## src/rtl/flash_wp_pkg.sv

```systemverilog
package flash_wp_pkg;

   typedef enum logic [2:0] {
      OP_WEN  = 3'd0,
      OP_STW  = 3'd1,
      OP_PROG = 3'd2,
      OP_SECT = 3'd3,
      OP_CHIP = 3'd4
   } wp_op_e;

   localparam int unsigned OP_W      = 3;
   localparam int unsigned CODE_W    = 3;
   localparam int unsigned STAT_W    = 8;
   localparam int unsigned LOCK_POS  = 7;
   localparam int unsigned CODE_LO   = 2;
   localparam int unsigned LATCH_POS = 1;

   function automatic logic op_modifies(input logic [OP_W-1:0] op);
      return (op == OP_STW) || (op == OP_PROG) || (op == OP_SECT) || (op == OP_CHIP);
   endfunction

endpackage

```

## src/rtl/wp_pin_sync.sv

```systemverilog
module wp_pin_sync #(
   parameter int unsigned STAGES  = 2,
   parameter logic        RST_VAL = 1'b1
) (
   input  logic clk,
   input  logic rst_n,
   input  logic async_in,
   output logic sync_out
);
   initial begin
      if (STAGES < 2) $error("wp_pin_sync: STAGES must be at least 2");
   end

   logic [STAGES-1:0] chain_q;

   always_ff @(posedge clk or negedge rst_n) begin
      if (!rst_n) chain_q[0] <= RST_VAL;
      else        chain_q[0] <= async_in;
   end

   for (genvar s = 1; s < STAGES; s++) begin : g_stage
      always_ff @(posedge clk or negedge rst_n) begin
         if (!rst_n) chain_q[s] <= RST_VAL;
         else        chain_q[s] <= chain_q[s-1];
      end
   end

   assign sync_out = chain_q[STAGES-1];
endmodule

```

## src/rtl/wp_range_decode.sv

```systemverilog
module wp_range_decode #(
   parameter int unsigned ADDR_W = 19,
   parameter int unsigned CODE_W = 3
) (
   input  logic [ADDR_W-1:0] addr,
   input  logic [CODE_W-1:0] code,
   output logic              in_prot
);
   localparam int unsigned NCODES = 1 << CODE_W;
   localparam int unsigned TOPC   = NCODES - 1;

   initial begin
      if (ADDR_W < TOPC) $error("wp_range_decode: ADDR_W too small for CODE_W");
   end

   function automatic logic [ADDR_W-1:0] upper_mask(input int unsigned sh);
      logic [ADDR_W-1:0] m;
      for (int b = 0; b < ADDR_W; b++) m[b] = (b >= sh);
      return m;
   endfunction

   logic [NCODES-1:0] hit;

   assign hit[0] = 1'b0;
   for (genvar c = 1; c < NCODES; c++) begin : g_code
      localparam int unsigned SH = ADDR_W - TOPC + c;
      localparam logic [ADDR_W-1:0] MASK = upper_mask(SH);
      assign hit[c] = ((addr & MASK) == MASK);
   end

   assign in_prot = hit[code];
endmodule

```

## src/rtl/wp_state_core.sv

```systemverilog
module wp_state_core
   import flash_wp_pkg::*;
(
   input  logic              clk,
   input  logic              rst_n,
   input  logic              cmd_valid,
   input  logic [OP_W-1:0]   cmd_op,
   input  logic              new_lock,
   input  logic [CODE_W-1:0] new_code,
   input  logic              pin_hi,
   input  logic              addr_prot,
   output logic              lock_q,
   output logic [CODE_W-1:0] code_q,
   output logic              latch_q,
   output logic              resp_valid,
   output logic              resp_accept
);
   logic grant;
   logic stw_open;

   assign stw_open = !(lock_q && !pin_hi);

   always_comb begin
      unique case (cmd_op)
         OP_WEN:          grant = 1'b1;
         OP_STW:          grant = latch_q && stw_open;
         OP_PROG,
         OP_SECT:         grant = latch_q && !addr_prot;
         OP_CHIP:         grant = latch_q && (code_q == '0);
         default:         grant = 1'b0;
      endcase
   end

   always_ff @(posedge clk or negedge rst_n) begin
      if (!rst_n) begin
         lock_q      <= 1'b0;
         code_q      <= '0;
         latch_q     <= 1'b0;
         resp_valid  <= 1'b0;
         resp_accept <= 1'b0;
      end else begin
         resp_valid  <= cmd_valid;
         resp_accept <= cmd_valid && grant;
         if (cmd_valid) begin
            if (cmd_op == OP_WEN)          latch_q <= 1'b1;
            else if (op_modifies(cmd_op))  latch_q <= 1'b0;
            if ((cmd_op == OP_STW) && grant) begin
               lock_q <= new_lock;
               code_q <= new_code;
            end
         end
      end
   end
endmodule

```

## src/rtl/flash_wp_ctrl.sv

```systemverilog
module flash_wp_ctrl
   import flash_wp_pkg::*;
#(
   parameter int unsigned ADDR_W      = 19,
   parameter int unsigned SYNC_STAGES = 2
) (
   input  logic              clk,
   input  logic              rst_n,
   input  logic              wp_pin,
   input  logic              cmd_valid,
   input  logic [2:0]        cmd_op,
   input  logic [ADDR_W-1:0] cmd_addr,
   input  logic [3:0]        sr_new,
   output logic              resp_valid,
   output logic              resp_accept,
   output logic [7:0]        status_q,
   output logic              hw_locked
);
   initial begin
      if (STAT_W != 8) $error("flash_wp_ctrl: status width must be 8");
   end

   logic              pin_hi;
   logic              addr_prot;
   logic              lock_q;
   logic [CODE_W-1:0] code_q;
   logic              latch_q;

   wp_pin_sync #(.STAGES(SYNC_STAGES), .RST_VAL(1'b1)) sync_i (
      .clk      (clk),
      .rst_n    (rst_n),
      .async_in (wp_pin),
      .sync_out (pin_hi)
   );

   wp_range_decode #(.ADDR_W(ADDR_W), .CODE_W(CODE_W)) range_i (
      .addr    (cmd_addr),
      .code    (code_q),
      .in_prot (addr_prot)
   );

   wp_state_core core_i (
      .clk         (clk),
      .rst_n       (rst_n),
      .cmd_valid   (cmd_valid),
      .cmd_op      (cmd_op),
      .new_lock    (sr_new[3]),
      .new_code    (sr_new[2:0]),
      .pin_hi      (pin_hi),
      .addr_prot   (addr_prot),
      .lock_q      (lock_q),
      .code_q      (code_q),
      .latch_q     (latch_q),
      .resp_valid  (resp_valid),
      .resp_accept (resp_accept)
   );

   always_comb begin
      status_q            = '0;
      status_q[LOCK_POS]  = lock_q;
      status_q[CODE_LO +: CODE_W] = code_q;
      status_q[LATCH_POS] = latch_q;
   end

   assign hw_locked = lock_q && !pin_hi;
endmodule

```

## config.mk

```make
export PLATFORM = sky130hd
export DESIGN_NAME = flash_wp_ctrl
export DESIGN_NICKNAME = d
export VERILOG_FILES = /design/src/rtl/flash_wp_pkg.sv /design/src/rtl/wp_pin_sync.sv /design/src/rtl/wp_range_decode.sv /design/src/rtl/wp_state_core.sv /design/src/rtl/flash_wp_ctrl.sv
export SDC_FILE = /design/constraint.sdc
export NUM_CORES = 1
export LEC_CHECK = 0
export ABC_AREA = 1
export CORE_AREA = 2 2 39 41
export CTS_BUF_LIST = sky130_fd_sc_hd__clkbuf_16
export CTS_CLUSTER_SIZE = 16
export DETAILED_ROUTE_END_ITERATION = 6
export DIE_AREA = 0 0 41 43
export DONT_BUFFER_PORTS = 1
export PLACE_DENSITY = 0.55
export SYNTH_ARGS = -nofsm -noshare
export SYNTH_HDL_FRONTEND = slang
export SYNTH_HIERARCHICAL = 1
export SYNTH_SLANG_ARGS = --single-unit
```

## constraint.sdc

```tcl
create_clock -name clk -period 1.48 [get_ports clk]
set_input_delay 0.444 -clock clk [delete_from_list [all_inputs] [get_ports clk]]
set_output_delay 0.444 -clock clk [all_outputs]
set_load 0.03 [all_outputs]
```

* After elaboration in Yosys (flattened, before gate mapping)
Cells that the tools add are included.
Cells by class: order comparisons 1, reduce and logical (&&, ||, !) cells 18, equality and inequality tests 9, multiplexer cells 5
Operators by type and width (count):
- $eq A3 B2 Y1 const B | 2
- $eq A3 B3 Y1 const B | 2
- $eq A6 B6 Y1 const B | 1
- $logic_and A1 B1 Y1 | 6
- $logic_not A3 Y1 | 2
- $eq A5 B5 Y1 const B | 1
- $eq A4 B4 Y1 const B | 1
- $lt A3 B4 Y1 const B | 1
- $pmux W1 S4 | 1
- $reduce_and A2 Y1 | 2
- $bmux W1 S3 | 1
- $eq A3 B1 Y1 const B | 1
- $logic_not A1 Y1 | 3
- $logic_or A1 B1 Y1 | 3
- $mux W1 | 3
- $eq A2 B2 Y1 const B | 1
- $reduce_bool A2 Y1 | 1
- $reduce_or A2 Y1 | 1
Storage, ports and cells: word-level logic and storage cells 40, flip-flop bits (word level) 9

* Logic depth before layout (Yosys ltp)
Gate-level depths: netlist of run 1.
depth after elaboration 8, gate-level depth with buffers 10, gate-level depth less buffers 10

* Hierarchy
The synthesis of run 1 kept the hierarchy.
By module, submodules not included:
- wp_state_core | area each 351.6 µm², times used 1, cells an instance 41, sequential area each 175.2 µm²
- wp_range_decode | area each 60.1 µm², times used 1, cells an instance 15, sequential area each 0.0 µm²
- wp_pin_sync | area each 52.6 µm², times used 1, cells an instance 2, sequential area each 52.6 µm²
- flash_wp_ctrl | area each 51.3 µm², times used 1, cells an instance 8, sequential area each 0.0 µm²

* Least setup slack after synthesis of run 1
OpenSTA, ideal clock, no wires.
kind register -> register, start reg core_i.code_q[0], end reg core_i.code_q[0], slack 0.111 ns, data required time 1.362 ns, clock period less this slack 1.369 ns, library setup time 0.118 ns, arrival time 1.250 ns, stages on the path, launching flop included 11, cell sequence dfrtp_1 nor2_1 nor2_1 a21oi_1 nor2_1 nand2_1 nand3_2 nand2_4 nand2_4 nand2_1 nand2_1
On the way: longest elaborated chain between the ends 7, elaborated cells between the ends (all ways) 9, classes of those cells 3 x mux; 6 x reduce/logical
Ends and longest elaborated chain:
- start, declared | RTL line wp_state_core.sv:13 | output logic [CODE_W-1:0] code_q,
- start signal, assigned | RTL line wp_state_core.sv:49 | code_q <= new_code;
- $bmux W1 S3 | RTL line wp_range_decode.sv:31 | assign in_prot = hit[code];
- $mux W1 (implied by the code) | RTL line wp_range_decode.sv:31
- net addr_prot | RTL line flash_wp_ctrl.sv:24 | logic addr_prot;
- $logic_not A1 Y1 | RTL line wp_state_core.sv:28 | OP_SECT: grant = latch_q && !addr_prot;
- $logic_and A1 B1 Y1 | RTL line wp_state_core.sv:28
- $pmux W1 S4 | RTL line wp_state_core.sv:24 | unique case (cmd_op)
- $logic_and A1 B1 Y1 | RTL line wp_state_core.sv:47 | if ((cmd_op == OP_STW) && grant) begin
- $reduce_and A2 Y1 (no source line)
The timed path passes the listed nets, and every way through them passes these cells. The select of a mux whose other input is x is not followed. A chain may end at the register's enable or synchronous reset.

* Final worst setup path of run 1
start reg sync_i.chain_q[1] (netlist: sync_i/sync_out), end out hw_locked
On the way: longest elaborated chain between the ends 2
Ends and longest elaborated chain:
- start, declared | RTL line wp_pin_sync.sv:14 | logic [STAGES-1:0] chain_q;
- start signal, assigned by index | RTL line wp_pin_sync.sv:24 | else chain_q[s] <= chain_q[s-1];
- $logic_not A1 Y1 | RTL line flash_wp_ctrl.sv:65 | assign hw_locked = lock_q && !pin_hi;
- $logic_and A1 B1 Y1 | RTL line flash_wp_ctrl.sv:65
- end, declared | RTL line flash_wp_ctrl.sv:17 | output logic hw_locked
No other way between the ends.

==> flow_metrics.tcl, run 1 <==
set metrics [dict create \
    grt_antenna_before_repair 0 \
    multiInputGateArea_sq_um 240 \
    cp_slowest_cell "dfstp_2" \
    grt_use_total_pct 15.2 \
    cts_tree "built" \
    synth.most_common_cell "nand2_1" \
    ant_nets 0 \
    post-synth-top-area-fraction_pct 34.0 \
    power_density_over_cell_area_mw_per_mm2 1560 \
    yosys.area_share.adder_pct 0 \
    drt_iter0_drc 4 \
    number_of_nets_in_the_layout 106 \
    placement.setup.worst_slack_ns 0.127 \
    synth_cell_types 20 \
    hold_path.class "primary input to async pin" \
    global_route.overflow_total 0 \
    finalMaxSlewViolations 0 \
    detailroute.via_count 422 \
    ctsRootBufferMaster "clkbuf_16" \
    share_of_the_synthesized_area_in_compound_gates_ao_oa_aoi_oai_pct 5.83 \
    final_design_area_no_fill_sq_um 654 \
    status "finished, final reports clean" \
    syn_avg_cell_area_sq_um 7.81 \
    place_congestion 0.681 \
    numPortBuffers 0 \
    number_of_buffers_added_by_the_clock_tree_synthesis_step 3 \
    grt_setup_unrepaired "true" \
    syn-cell-area_sq_um 515 \
    antenna_cells_inserted 0 \
    nFillCells 149 \
    cts.clk_slew.worst_paths_ns 0.04 \
    placement.cell_area_sq_um 551 \
    maxCapViolations 0 \
    grt_pass1_vias 401 \
    worst_hold_slack_ns 0.0499 \
    setup.worst_path.start_class "flop" \
    wl_per_cell_microns 11.2 \
    path_max_fanout 2 \
    share_of_the_clock_period_used_by_the_worst_path_pct 94.2 \
    synth.ff_latch_count 9 \
    synth.yosys.seq_area_share_pct 44.2 \
    die_height_microns 43 \
    synth_mux_area_share_pct 0 \
    synth_edf_count 0 \
    synth_simple_gate_area_share_pct 37.6 \
    dp.final_hpwl_microns 752 \
    worstSetupPathType "flop to output pin" \
    number_of_placement_rows 14 \
    floorplan.initialDensity_pct 37.3 \
    ff_latch_area_sq_um 229 \
    category_of_the_worst_setup_path_capture_point "output pin" \
    clk-insertion-delay-late_ns 0.24 \
    flow.area_growth_from_synthesis_pct 26.9 \
    skew_ns 0.00213 \
    final_layout_size_suffix_gt1_share_pct 30.7 \
    postSynthCellCount 66 \
    remaining_drc_errors 0 \
    die_width_microns 41 \
    fmax_mhz 718 \
    synth_top_area_cell "dfrtp_1" \
    p_leak_nw 0.334 \
    power.ir.vdd_worst_v 0.000837 \
    post-route-worst-setup-slack_ns 0.0864 \
    worstReg2RegEnd "core_i/lock_q" \
    yosys-top-cells-count "nand2_1 (21), dfrtp_1 (7), nor2_1 (7)" \
    finalCriticalPeriod_ns 1.39 \
    dominantRegCellSynth "dfrtp_1" \
    yosys_warnings 6 \
    timing.final.setup_violations 0 \
    core_box_area_sq_mm 0.00138 \
    cp.arrival_ns 0.95 \
    drtPass1Iterations 3 \
    critPathRequiredTime_ns 1.04 \
    synth_top_family_by_area "simple AND/OR/NAND/NOR gates" \
    finalHoldViolations 0 \
    synth.top_cells.by_area "dfrtp_1 (34%), nand2_1 (15%), dfstp_2 (10%)" \
    cts-root-to-sink-buffers 2 \
    r2r_start "core_i/code_q[2]" \
    max_stage_delay_ns 0.52 \
    post_drt_via_cell_ratio 4.64 \
    synthXorXnorAreaFrac_pct 0 \
    grt_max_degree 8 \
    cts_max_level 1 \
    worst-r2r-setup-slack_ns 0.13 \
    die_area_sq_mm 0.00176 \
    wire_length_of_the_first_global_routing_pass_mm 1.67 \
    numClockSinks 9 \
    crit_path_cell_trace "nor2_2 -> buf_4" \
    wl_mm 1.02 \
    fin_tns_setup_ns 0 \
    async_flop_share_pct 100 \
    pin_count 41 \
    ff2ff_path_depth 10 \
]
==> placed cells by master (no fill, tap or decap), drive strengths merged <==
cell and instances:
a21boi 1, a21oi 1, buf 7, clkbuf 3, clkinv 1, conb 3, dfrtp 7, dfstp 2
dlygate4sd3 1, inv 6, nand2 24, nand3 6, nand3b 1, nor2 9, o21ai 2, o31ai 1
==> through the flow <==
step	std cells	power (mW)	utilization, %
after floorplan	68	0.486	-
after global placement	85	0.533	39.8
after detailed placement	85	0.536	39.8
after CTS	90	1.03	46.3
after global routing	91	1.07	47.3
final	91	1.02	47.3
==> routing by layer <==
layer / routed length, microns / vias to the layer above / part of all wire (%) / track usage, %
li1: - / 213 / - / -
met1: 420 / 189 / 41 / 17.7
met2: 464 / 15 / 46 / 20.0
met3: 97 / 5 / 9.5 / 9.42
met4: 33 / 0 / 3.2 / 10.0
met5: 0 / - / 0 / 0
==> worst max-delay path, delay by kind of cell (launching register included) <==
kind          cells  cell delay, ns
flops             1            0.52
buf+inv           1            0.15
simple gates      1            0.04
==> report_power, final <==
group	leakage [nW]	switching (mW)	internal, mW
sequential	0.110	0.0450	0.283
clock	0.0409	0.122	0.356
combinational	0.183	0.139	0.0783
total	0.334	0.305	0.717
==> state kept, by name, summed over array words and instances (netlist names) <==
| signal | flops |
|---|---|
| core_i/resp_accept | 1 |
| core_i/code_q | 3 |
| sync_i/chain_q | 1 |
| sync_i/sync_out | 1 |
| core_i/resp_valid | 1 |
| core_i/latch_q | 1 |
| core_i/lock_q | 1 |
==> cell type report <==
cell class / count / share of cell area [%]
Clock buffer: 3 / 11.5
Tap cell: 16 / 3.06
Timing Repair Buffer: 8 / 9.56
Clock inverter: 1 / 0.765
Multi-Input combinational cell: 48 / 36.7
Sequential cell: 9 / 35.0
Inverter: 6 / 3.44
==> worst max path at each step <==
| stage | startpoint | endpoint |
|---|---|---|
| global route | core_i/code_q[0] | core_i/lock_q |
| detailed placement | cmd_addr[14] | core_i/lock_q |
| CTS | sync_i/sync_out | hw_locked |
| floorplan | core_i/code_q[0] | core_i/code_q[0] |
| finish | sync_i/sync_out | hw_locked |
| global placement | cmd_addr[14] | core_i/code_q[0] |
==> cells by family after synthesis <==
kind of cell,after synthesis
other,1
buffers and inverters,11
AOI/OAI and AO/OA,5
and+or+nand+nor,40
DFF,9
==> timing repair <==
item                                   4_1_cts  5_1_grt
hold buffers                                 1        0
setup buffers                                0        1
resized for setup                            0        3
endpoints found under the hold margin        7        0
setup endpoints to repair                    0        4
(Power assumes the default switching activity.)
==> run 2: changes to the inputs <==
--- a/config.mk
+++ b/config.mk
@@ -5,14 +5,14 @@
 export SDC_FILE = /design/constraint.sdc
 export NUM_CORES = 1
 export LEC_CHECK = 0
-export ABC_AREA = 1
 export CORE_AREA = 2 2 39 41
 export CTS_BUF_LIST = sky130_fd_sc_hd__clkbuf_16
 export CTS_CLUSTER_SIZE = 16
 export DETAILED_ROUTE_END_ITERATION = 6
 export DIE_AREA = 0 0 41 43
 export DONT_BUFFER_PORTS = 1
-export PLACE_DENSITY = 0.55
+export PLACE_DENSITY = 0.52
+export SLEW_MARGIN = 20
 export SYNTH_ARGS = -nofsm -noshare
 export SYNTH_HDL_FRONTEND = slang
 export SYNTH_HIERARCHICAL = 1
==> run 2 against run 1 <==
Sequential power is essentially flat. Fmax down 1.2%. Critical path depth increased by 1. Sequential share of layout area up 3.3 points. First-iteration DRC count shrank 100%. Highest routed layer is now met3. Setup slack lost 0.016 ns. Non-clock buffer count is 2 lower. Core utilization decreased by 4.3 points. Synthesized area shrank 7.3%.
==> flow_metrics.tcl, run 2 <==
set metrics [dict create \
    status "finished, final reports clean" \
    grt_use_total_pct 13.2 \
    finalHoldViolations 0 \
    layout.cells.most_common "dfrtp_1" \
    post_drt_via_cell_ratio 5.27 \
    synth_top_area_cell "dfrtp_1" \
    final_util_pct 42.9 \
    met2_routing_resource_usage_after_global_routing_pct 20.9 \
    placed_cells 57 \
    final_design_area_no_fill_sq_um 594 \
    wl_per_cell_microns 15.4 \
    power_density_over_cell_area_mw_per_mm2 1720 \
    async_flop_share_pct 100 \
    finish.cell_count_without_fillers 62 \
    yosys-top-cells-count "dfrtp_1 (7), buf_4 (5), mux2_4 (4)" \
    wire_length_of_the_first_global_routing_pass_mm 1.48 \
    ant_nets 0 \
    drt_iter0_drc 0 \
    maxCapViolations 0 \
    pin_count 41 \
    ctsRootBufferMaster "clkbuf_16" \
    drtPass1Iterations 1 \
    finalCriticalPeriod_ns 1.41 \
    global_route.overflow_total 0 \
    worst-r2r-setup-slack_ns 0.07 \
    placement.cell_area_sq_um 505 \
    dominantRegCellSynth "dfrtp_1" \
    post-route-worst-setup-slack_ns 0.0701 \
    fin_tns_setup_ns 0 \
    core_box_area_sq_mm 0.00138 \
    path_max_fanout 4 \
    numPortBuffers 0 \
    fmax_mhz 709 \
    synth.ff_latch_count 9 \
    detailroute.via_count 327 \
    synth.top_cells.by_area "dfrtp_1 (37%), mux2_4 (13%), dfstp_2 (11%)" \
    hold_path.class "primary input to async pin" \
    synth_cell_types 24 \
    timing.final.setup_violations 0 \
    final_layout_size_suffix_gt1_share_pct 39.1 \
    post_cts_buffers 0 \
    share_of_the_clock_period_used_by_the_worst_path_pct 95.3 \
    synth.yosys.seq_area_share_pct 47.6 \
    cts_tree "built" \
    antenna_cells_inserted 0 \
    most_frequent_cells_in_the_layout "dfrtp_1 (7), buf_4 (5), mux2_4 (4)" \
    post_cts_resized 0 \
    syn_avg_cell_area_sq_um 12.3 \
    total_power_mw 1.02 \
    grt_setup_unrepaired "false" \
    syn-cell-area_sq_um 478 \
    met1_usage_pct 12.9 \
    postSynthCellCount 39 \
    nFillCells 141 \
    p_leak_nw 0.278 \
    grt_antenna_before_repair 0 \
    power.ir.vdd_worst_v 0.000839 \
    die_area_sq_mm 0.00176 \
    place_congestion 0.678 \
    cts.clk_slew.worst_paths_ns 0.04 \
    number_of_buffers_added_by_the_clock_tree_synthesis_step 3 \
    number_of_nets_in_the_layout 77 \
    cts-hold-fix-buffers 1 \
    worstSetupPathType "flop to flop" \
    numClockSinks 9 \
    setup.worst_path.start_class "flop" \
    grt_max_degree 8 \
    floorplan.initialDensity_pct 34.5 \
    skew_ns 0.00473 \
    largest_register_ff_count 3 \
    die_width_microns 41 \
    critPathRequiredTime_ns 1.59 \
    category_of_the_worst_setup_path_capture_point "flop" \
    synth.most_common_cell "dfrtp_1" \
    number_of_placement_rows 14 \
    placement.setup.worst_slack_ns 0.0756 \
    met3_usage_pct 6.28 \
    post-synth-top-area-fraction_pct 36.6 \
    worst_hold_slack_ns 0.0578 \
    die_height_microns 43 \
    wl_microns 953 \
    cp.arrival_ns 1.52 \
    grt_pass1_vias 354 \
    top_register "core_i/code_q" \
    yosys_warnings 6 \
    remaining_drc_errors 0 \
    dp.final_hpwl_microns 771 \
    ff2ff_path_depth 3 \
    cts_max_level 1 \
    worstReg2RegEnd "core_i/code_q[1]" \
    r2r_start "sync_i/sync_out" \
    gr-max-usage-layer "met2" \
    flow.area_growth_from_synthesis_pct 24.3 \
    synth_edf_count 0 \
    clk-insertion-delay-late_ns 0.23 \
    finalMaxSlewViolations 0 \
    cts-root-to-sink-buffers 2 \
]
[run 2: changes by cell type in the layout (fill, tap and decap cells not counted), sizes merged, moves of 2 or more]
cell | before | now
nand2 | 24 | 1
nor2 | 9 | 1
nand3 | 6 | 0
mux2 | 0 | 4
inv | 6 | 3
buf | 7 | 5
[run 2: how the worst max path moves through the flow]
| stage | start | end | slack (ns) |
|---|---|---|---|
| after floorplan | core_i/code_q[0] | core_i/resp_accept | 0.04 |
| after global placement | sync_i/sync_out | core_i/code_q[2] | 0.1 |
| after detailed placement | sync_i/sync_out | core_i/code_q[2] | 0.08 |
| after CTS | sync_i/sync_out | core_i/code_q[1] | 0.07 |
| after global routing | core_i/code_q[0] | core_i/resp_accept | 0.03 |
| final | sync_i/sync_out | core_i/code_q[1] | 0.07 |
[run 2: layout make-up]
cell class / count / area [sq um] / area share [%]
well taps: 16 / 20.0 / 3.37
repair buffers: 6 / 47.5 / 8.00
flip-flops and latches: 9 / 228 / 38.3
multi-input cells: 25 / 213 / 35.8
clock inverters: 1 / 3.75 / 0.632
clock buffers: 3 / 75.1 / 12.6
inverters: 2 / 7.51 / 1.26
[run 2: critical path, stage by stage, from the launching register on]
cell      delay [ns]
dfstp_2         0.54
nand2b_1        0.14
and4b_4         0.30
mux2_4          0.31
[run 2: logic make-up after synthesis]
family / after synthesis / synth area share, %
flops: 9 / 47.6
simple gates: 8 / 12.8
other cells: 1 / 0.785
mux: 4 / 12.6
buf+inv: 7 / 9.43
compound gates: 10 / 16.8
[run 2: power breakdown]
part           switching, mW  internal [mW]  total (mW)
combinational          0.126          0.104       0.230
sequential            0.0418          0.284       0.326
clock                  0.112          0.352       0.465
total                  0.280          0.741        1.02
[run 2: routing by layer]
layer,share of wire [%],up-vias
met1,33,159
li1,-,150
met3,12,0
met4,0,0
met5,0,-
met2,55,18
